## src/rtl/spi_fe_pkg.sv

```systemverilog
package spi_fe_pkg;

  typedef enum logic {
    HOLD_RUN  = 1'b0,
    HOLD_STOP = 1'b1
  } hold_state_e;

  localparam int unsigned PIN_CS   = 0;
  localparam int unsigned PIN_SCLK = 1;
  localparam int unsigned PIN_MOSI = 2;
  localparam int unsigned PIN_HOLD = 3;
  localparam int unsigned PIN_CNT  = 4;

  localparam logic [PIN_CNT-1:0] PIN_IDLE = 4'b1001;

endpackage

```

## src/rtl/spi_fe_sync.sv

```systemverilog
module spi_fe_sync #(
  parameter int unsigned WIDTH   = 4,
  parameter int unsigned STAGES  = 2,
  parameter logic [WIDTH-1:0] RST_VAL = '0
) (
  input  logic             clk,
  input  logic             rst,
  input  logic [WIDTH-1:0] pin_i,
  output logic [WIDTH-1:0] level_o,
  output logic [WIDTH-1:0] rise_o,
  output logic [WIDTH-1:0] fall_o
);

  logic [STAGES-1:0][WIDTH-1:0] chain;
  logic [WIDTH-1:0]             prev;

  always_ff @(posedge clk) begin
    if (rst) begin
      chain <= {STAGES{RST_VAL}};
      prev  <= RST_VAL;
    end else begin
      chain[0] <= pin_i;
      for (int i = 1; i < STAGES; i++) begin
        chain[i] <= chain[i-1];
      end
      prev <= chain[STAGES-1];
    end
  end

  assign level_o = chain[STAGES-1];

  for (genvar g = 0; g < WIDTH; g++) begin : g_edge
    assign rise_o[g] =  chain[STAGES-1][g] & ~prev[g];
    assign fall_o[g] = ~chain[STAGES-1][g] &  prev[g];
  end

endmodule

```

## src/rtl/spi_fe_hold.sv

```systemverilog
module spi_fe_hold
  import spi_fe_pkg::*;
(
  input  logic clk,
  input  logic rst,
  input  logic selected_i,
  input  logic sclk_lvl_i,
  input  logic hold_fall_i,
  input  logic hold_rise_i,
  output logic held_o
);

  hold_state_e state_q, state_d;

  always_comb begin
    state_d = state_q;
    if (!selected_i) begin
      state_d = HOLD_RUN;
    end else begin
      unique case (state_q)
        HOLD_RUN:  if (hold_fall_i && !sclk_lvl_i) state_d = HOLD_STOP;
        HOLD_STOP: if (hold_rise_i && !sclk_lvl_i) state_d = HOLD_RUN;
        default:   state_d = HOLD_RUN;
      endcase
    end
  end

  always_ff @(posedge clk) begin
    if (rst) state_q <= HOLD_RUN;
    else     state_q <= state_d;
  end

  assign held_o = (state_q == HOLD_STOP);

endmodule

```

## src/rtl/spi_fe_rx.sv

```systemverilog
module spi_fe_rx #(
  parameter int unsigned WORD_W = 8,
  localparam int unsigned IDX_W = (WORD_W > 1) ? $clog2(WORD_W) : 1
) (
  input  logic              clk,
  input  logic              rst,
  input  logic              selected_i,
  input  logic              held_i,
  input  logic              sclk_rise_i,
  input  logic              mosi_i,
  input  logic              sel_rise_i,
  input  logic              sel_fall_i,
  output logic              rx_valid_o,
  output logic              rx_bit_o,
  output logic [IDX_W-1:0]  rx_idx_o,
  output logic              rx_word_valid_o,
  output logic [WORD_W-1:0] rx_word_o,
  output logic              frame_start_o,
  output logic              frame_end_o
);

  localparam logic [IDX_W-1:0] LAST_IDX = IDX_W'(WORD_W - 1);

  logic [IDX_W-1:0]  cnt_q;
  logic [WORD_W-1:0] shreg_q;
  logic [WORD_W-1:0] shreg_nxt;

  assign shreg_nxt = {shreg_q[WORD_W-2:0], mosi_i};

  always_ff @(posedge clk) begin
    if (rst) begin
      cnt_q           <= '0;
      shreg_q         <= '0;
      rx_valid_o      <= 1'b0;
      rx_bit_o        <= 1'b0;
      rx_idx_o        <= '0;
      rx_word_valid_o <= 1'b0;
      rx_word_o       <= '0;
      frame_start_o   <= 1'b0;
      frame_end_o     <= 1'b0;
    end else begin
      rx_valid_o      <= 1'b0;
      rx_word_valid_o <= 1'b0;
      frame_start_o   <= sel_rise_i;
      frame_end_o     <= sel_fall_i;
      if (!selected_i) begin
        cnt_q   <= '0;
        shreg_q <= '0;
      end else if (sclk_rise_i && !held_i) begin
        rx_valid_o <= 1'b1;
        rx_bit_o   <= mosi_i;
        rx_idx_o   <= cnt_q;
        if (cnt_q == LAST_IDX) begin
          cnt_q           <= '0;
          shreg_q         <= '0;
          rx_word_valid_o <= 1'b1;
          rx_word_o       <= shreg_nxt;
        end else begin
          cnt_q   <= cnt_q + 1'b1;
          shreg_q <= shreg_nxt;
        end
      end
    end
  end

endmodule

```

## src/rtl/spi_fe_tx.sv

```systemverilog
module spi_fe_tx (
  input  logic clk,
  input  logic rst,
  input  logic selected_i,
  input  logic held_i,
  input  logic sclk_fall_i,
  input  logic tx_bit_i,
  output logic miso_o,
  output logic miso_oe_o,
  output logic tx_take_o
);

  always_ff @(posedge clk) begin
    if (rst) begin
      miso_o    <= 1'b0;
      miso_oe_o <= 1'b0;
      tx_take_o <= 1'b0;
    end else begin
      tx_take_o <= 1'b0;
      miso_oe_o <= selected_i && !held_i;
      if (!selected_i) begin
        miso_o <= 1'b0;
      end else if (sclk_fall_i && !held_i) begin
        miso_o    <= tx_bit_i;
        tx_take_o <= 1'b1;
      end
    end
  end

endmodule

```

## src/rtl/spi_hold_frontend.sv

```systemverilog
module spi_hold_frontend
  import spi_fe_pkg::*;
#(
  parameter int unsigned WORD_W      = 8,
  parameter int unsigned SYNC_STAGES = 2,
  localparam int unsigned IDX_W = (WORD_W > 1) ? $clog2(WORD_W) : 1
) (
  input  logic              clk,
  input  logic              rst,
  input  logic              cs_n_i,
  input  logic              sclk_i,
  input  logic              mosi_i,
  input  logic              hold_n_i,
  input  logic              tx_bit_i,
  output logic              miso_o,
  output logic              miso_oe_o,
  output logic              held_o,
  output logic              rx_valid_o,
  output logic              rx_bit_o,
  output logic [IDX_W-1:0]  rx_idx_o,
  output logic              rx_word_valid_o,
  output logic [WORD_W-1:0] rx_word_o,
  output logic              tx_take_o,
  output logic              frame_start_o,
  output logic              frame_end_o
);

  logic [PIN_CNT-1:0] pins, lvl, rise, fall;
  logic cs_n_s, sclk_s, selected;

  assign pins[PIN_CS]   = cs_n_i;
  assign pins[PIN_SCLK] = sclk_i;
  assign pins[PIN_MOSI] = mosi_i;
  assign pins[PIN_HOLD] = hold_n_i;

  spi_fe_sync #(
    .WIDTH  (PIN_CNT),
    .STAGES (SYNC_STAGES),
    .RST_VAL(PIN_IDLE)
  ) u_sync (
    .clk    (clk),
    .rst    (rst),
    .pin_i  (pins),
    .level_o(lvl),
    .rise_o (rise),
    .fall_o (fall)
  );

  assign cs_n_s   = lvl[PIN_CS];
  assign sclk_s   = lvl[PIN_SCLK];
  assign selected = ~cs_n_s;

  spi_fe_hold u_hold (
    .clk        (clk),
    .rst        (rst),
    .selected_i (selected),
    .sclk_lvl_i (sclk_s),
    .hold_fall_i(fall[PIN_HOLD]),
    .hold_rise_i(rise[PIN_HOLD]),
    .held_o     (held_o)
  );

  spi_fe_rx #(.WORD_W(WORD_W)) u_rx (
    .clk            (clk),
    .rst            (rst),
    .selected_i     (selected),
    .held_i         (held_o),
    .sclk_rise_i    (rise[PIN_SCLK]),
    .mosi_i         (lvl[PIN_MOSI]),
    .sel_rise_i     (fall[PIN_CS]),
    .sel_fall_i     (rise[PIN_CS]),
    .rx_valid_o     (rx_valid_o),
    .rx_bit_o       (rx_bit_o),
    .rx_idx_o       (rx_idx_o),
    .rx_word_valid_o(rx_word_valid_o),
    .rx_word_o      (rx_word_o),
    .frame_start_o  (frame_start_o),
    .frame_end_o    (frame_end_o)
  );

  spi_fe_tx u_tx (
    .clk        (clk),
    .rst        (rst),
    .selected_i (selected),
    .held_i     (held_o),
    .sclk_fall_i(fall[PIN_SCLK]),
    .tx_bit_i   (tx_bit_i),
    .miso_o     (miso_o),
    .miso_oe_o  (miso_oe_o),
    .tx_take_o  (tx_take_o)
  );

endmodule

```

## config.mk

```make
export PLATFORM = sky130hd
export DESIGN_NAME = spi_hold_frontend
export DESIGN_NICKNAME = d
export VERILOG_FILES = /design/src/rtl/spi_fe_pkg.sv /design/src/rtl/spi_fe_sync.sv /design/src/rtl/spi_fe_hold.sv /design/src/rtl/spi_fe_rx.sv /design/src/rtl/spi_fe_tx.sv /design/src/rtl/spi_hold_frontend.sv
export SDC_FILE = /design/constraint.sdc
export NUM_CORES = 1
export LEC_CHECK = 0
export ABC_CLOCK_PERIOD_IN_PS = 1400
export BUFFER_PORTS_ARGS = -buffer_cell sky130_fd_sc_hd__buf_2
export CAP_MARGIN = 20
export CORE_ASPECT_RATIO = 0.7
export CORE_MARGIN = 1.5
export CORE_UTILIZATION = 29
export DETAILED_ROUTE_END_ITERATION = 8
export GPL_ROUTABILITY_DRIVEN = 0
export PLACE_DENSITY_LB_ADDON = 0.08
export SLEW_MARGIN = 10
export SYNTH_ARGS = -nofsm -noshare
export SYNTH_HDL_FRONTEND = slang
export SYNTH_HIERARCHICAL = 1
export SYNTH_SLANG_ARGS = --single-unit
```

## constraint.sdc

```tcl
create_clock -name clk -period 1.4 [get_ports clk]
set_input_delay 0.35 -clock clk [delete_from_list [all_inputs] [get_ports clk]]
set_output_delay 0.35 -clock clk [all_outputs]
set_load 0.01 [all_outputs]
```

==> flow_summary.toml <==
[global_route]
grtUsageTotal_pct = 11.4
grt-ovfl-total = 0
antenna_found_initial = 0
grt_pass1_wl_um = 4740
grt_max_degree = 29
grt_pass1_vias = 1029

[route]
drc = 0
vias = 1031
wl_um = 2760
wl_per_cell_um = 11.2
drt_iter0_drc = 44
ant_nets = 0
first_pass_iters = 4
vias_per_cell = 4.17

[setup_path]
worstSetupPathType = "reg -> reg"
arrival_ps = 1550
crit_path_start_kind = "flip-flop"
required_ps = 1630
r2r-start = "u_rx/cnt_q[0]"
path_max_fanout = 7
end_kind = "flip-flop"
critPathLaunch = "u_rx/cnt_q[0]"

[synthesis]
synth_area_per_cell_um2 = 10.3
syn_nets = 151
synth_area_mm2 = 0.00147
synth_warnings = 6
synthCells = 142

[placed_design]
dp_hpwl_um = 1940
place_ws_ps = -17.6
io_buffer_count = 26

[cts]
cts_made_buffers = 5
cts_max_level = 2
clock_sinks = 41
clock_path_buffers = 2
cts.clk_slew.worst_paths_ps = 70
cts_tree = "done"
clock-root-buffer = "clkbuf_8"
clk_latency_ps = 290

[timing]
fmax_mhz = 763
worst_slew_pin_slew_ps = 294
maxSlewHeadroom_pct = 80.4
period_needed_ps = 1310
fin_worst_skew_ps = 3.46
finalMaxSlewViolations = 0
finalHoldViolations = 0
layout_setup_ws_ps = 88.8
min_period_over_period_pct = 93.7
rsz0062_at_grt = "false"
holdWs_ps = 232
finalSetupViolCount = 0

[die]
io_pins = 27
die_x_um = 88.0
die_y_um = 62.5
rows = 21
coreArea_mm2 = 0.00481
initial_core_util_pct = 30.5
die_area_mm2 = 0.00549

[cells_and_area]
finalNetCount = 187
antennaDiodeCount = 0
drive_gt1_share_pct = 30.9
fin_util_pct = 38.5
synthToLayoutAreaGrowth_pct = 26.2
n_fill_cell = 500

[power_and_ir_drop]
p_per_area_mw_per_mm2 = 1100
vdd.ir_drop.worst_mv = 0.404
leakage_nw = 0.769
finalPower_mw = 2.03

[run_status]
status = "completed"

[hold_path]
min_from = "hold_n_i"
hp-class = "in -> reg"

[run]
drv_cap = 0
==> report_power, final <==
group	leakage [nW]	switching [mW]	internal, mW
Sequential	0.334	0.00703	1.18
Combinational	0.390	0.0406	0.0396
Clock	0.0443	0.372	0.391
Total	0.769	0.420	1.61
==> state kept, by name (all words and copies together) (netlist names) <==
signal	cells
u_tx/miso_oe_o	1
u_rx/cnt_q	3
u_rx/shreg_q	7
u_rx/rx_bit_o	1
u_tx/tx_take_o	1
u_hold/held_o	1
u_tx/miso_o	1
u_rx/rx_word_o	8
u_rx/rx_valid_o	1
u_sync/chain	4
u_rx/rx_word_valid_o	1
u_sync/prev	3
u_sync/level_o	4
u_rx/rx_idx_o	3
u_rx/frame_end_o	1
u_rx/frame_start_o	1
==> final timing paths <==
kind | endpoint | slack (ps) | cells after the start
max | u_rx/shreg_q[6] | 90 | 5
min | u_sync/chain[3] | 230 | 2
max reg2reg | u_rx/shreg_q[6] | 90 | 5
min reg2reg | u_sync/level_o[0] | 410 | 1
==> per-stage QoR <==
| stage | setup TNS [ps] | std cells | area (um2) |
|---|---|---|---|
| 2_1_floorplan | 0 | 142 | 1470 |
| 5_1_grt | 0 | 247 | 1850 |
| 4_1_cts | 0 | 246 | 1810 |
| 3_3_place_gp | -173 | 239 | 1720 |
| 3_5_place_dp | -66.1 | 239 | 1720 |
| 6_report | 0 | 247 | 1850 |
==> worst max-delay path: stages (launching register included) <==
cell	delay, ps
dfxtp_2	340
ha_4	160
ha_4	150
buf_4	140
nor3_4	280
a22o_1	180
==> what timing repair did <==
item                                    in CTS  in global routing
endpoints found under the setup margin      15                 16
hold buffers                                 0                  0
pin swaps                                    1                  4
buffers inserted                             0                  1
resized for setup                            2                  8
==> layer usage <==
metal / vias to the layer above / routed length, um / track usage [%]
met1: 469 / 1420 / 15.3
met5: - / 0 / 0
met2: 20 / 1140 / 15.7
li1: 534 / - / -
met3: 8 / 136 / 4.10
met4: 0 / 61 / 5.95
==> placed cells by master, fill, tap and decap left out <==
master and n:
a21oi_1 13, a22o_1 7, and2b_1 2, and4b_2 1
buf_12 2, buf_2 26, buf_4 9, clkbuf_1 1
clkbuf_8 6, dfxtp_1 38, dfxtp_2 3, ha_4 2
inv_1 2, mux2i_1 3, nand2_1 23, nand2b_1 1
nand2b_2 1, nand2b_4 1, nand3_1 3, nand3b_1 2
nand4b_1 1, nor2_1 7, nor2_8 1, nor2b_1 13
nor2b_4 2, nor3_4 1, o2111a_1 1, or2_1 6
==> final cells by class <==
class | instances | area [um2] | share of cell area [%]
clock buffers | 7 | 86.3 | 4.67
well taps | 69 | 86.3 | 4.67
repair buffers | 37 | 238 | 12.9
inverters | 2 | 7.51 | 0.406
flip-flops and latches | 41 | 825 | 44.6
multi-input cells | 91 | 607 | 32.8
Power figures use the tool's default switching activity.
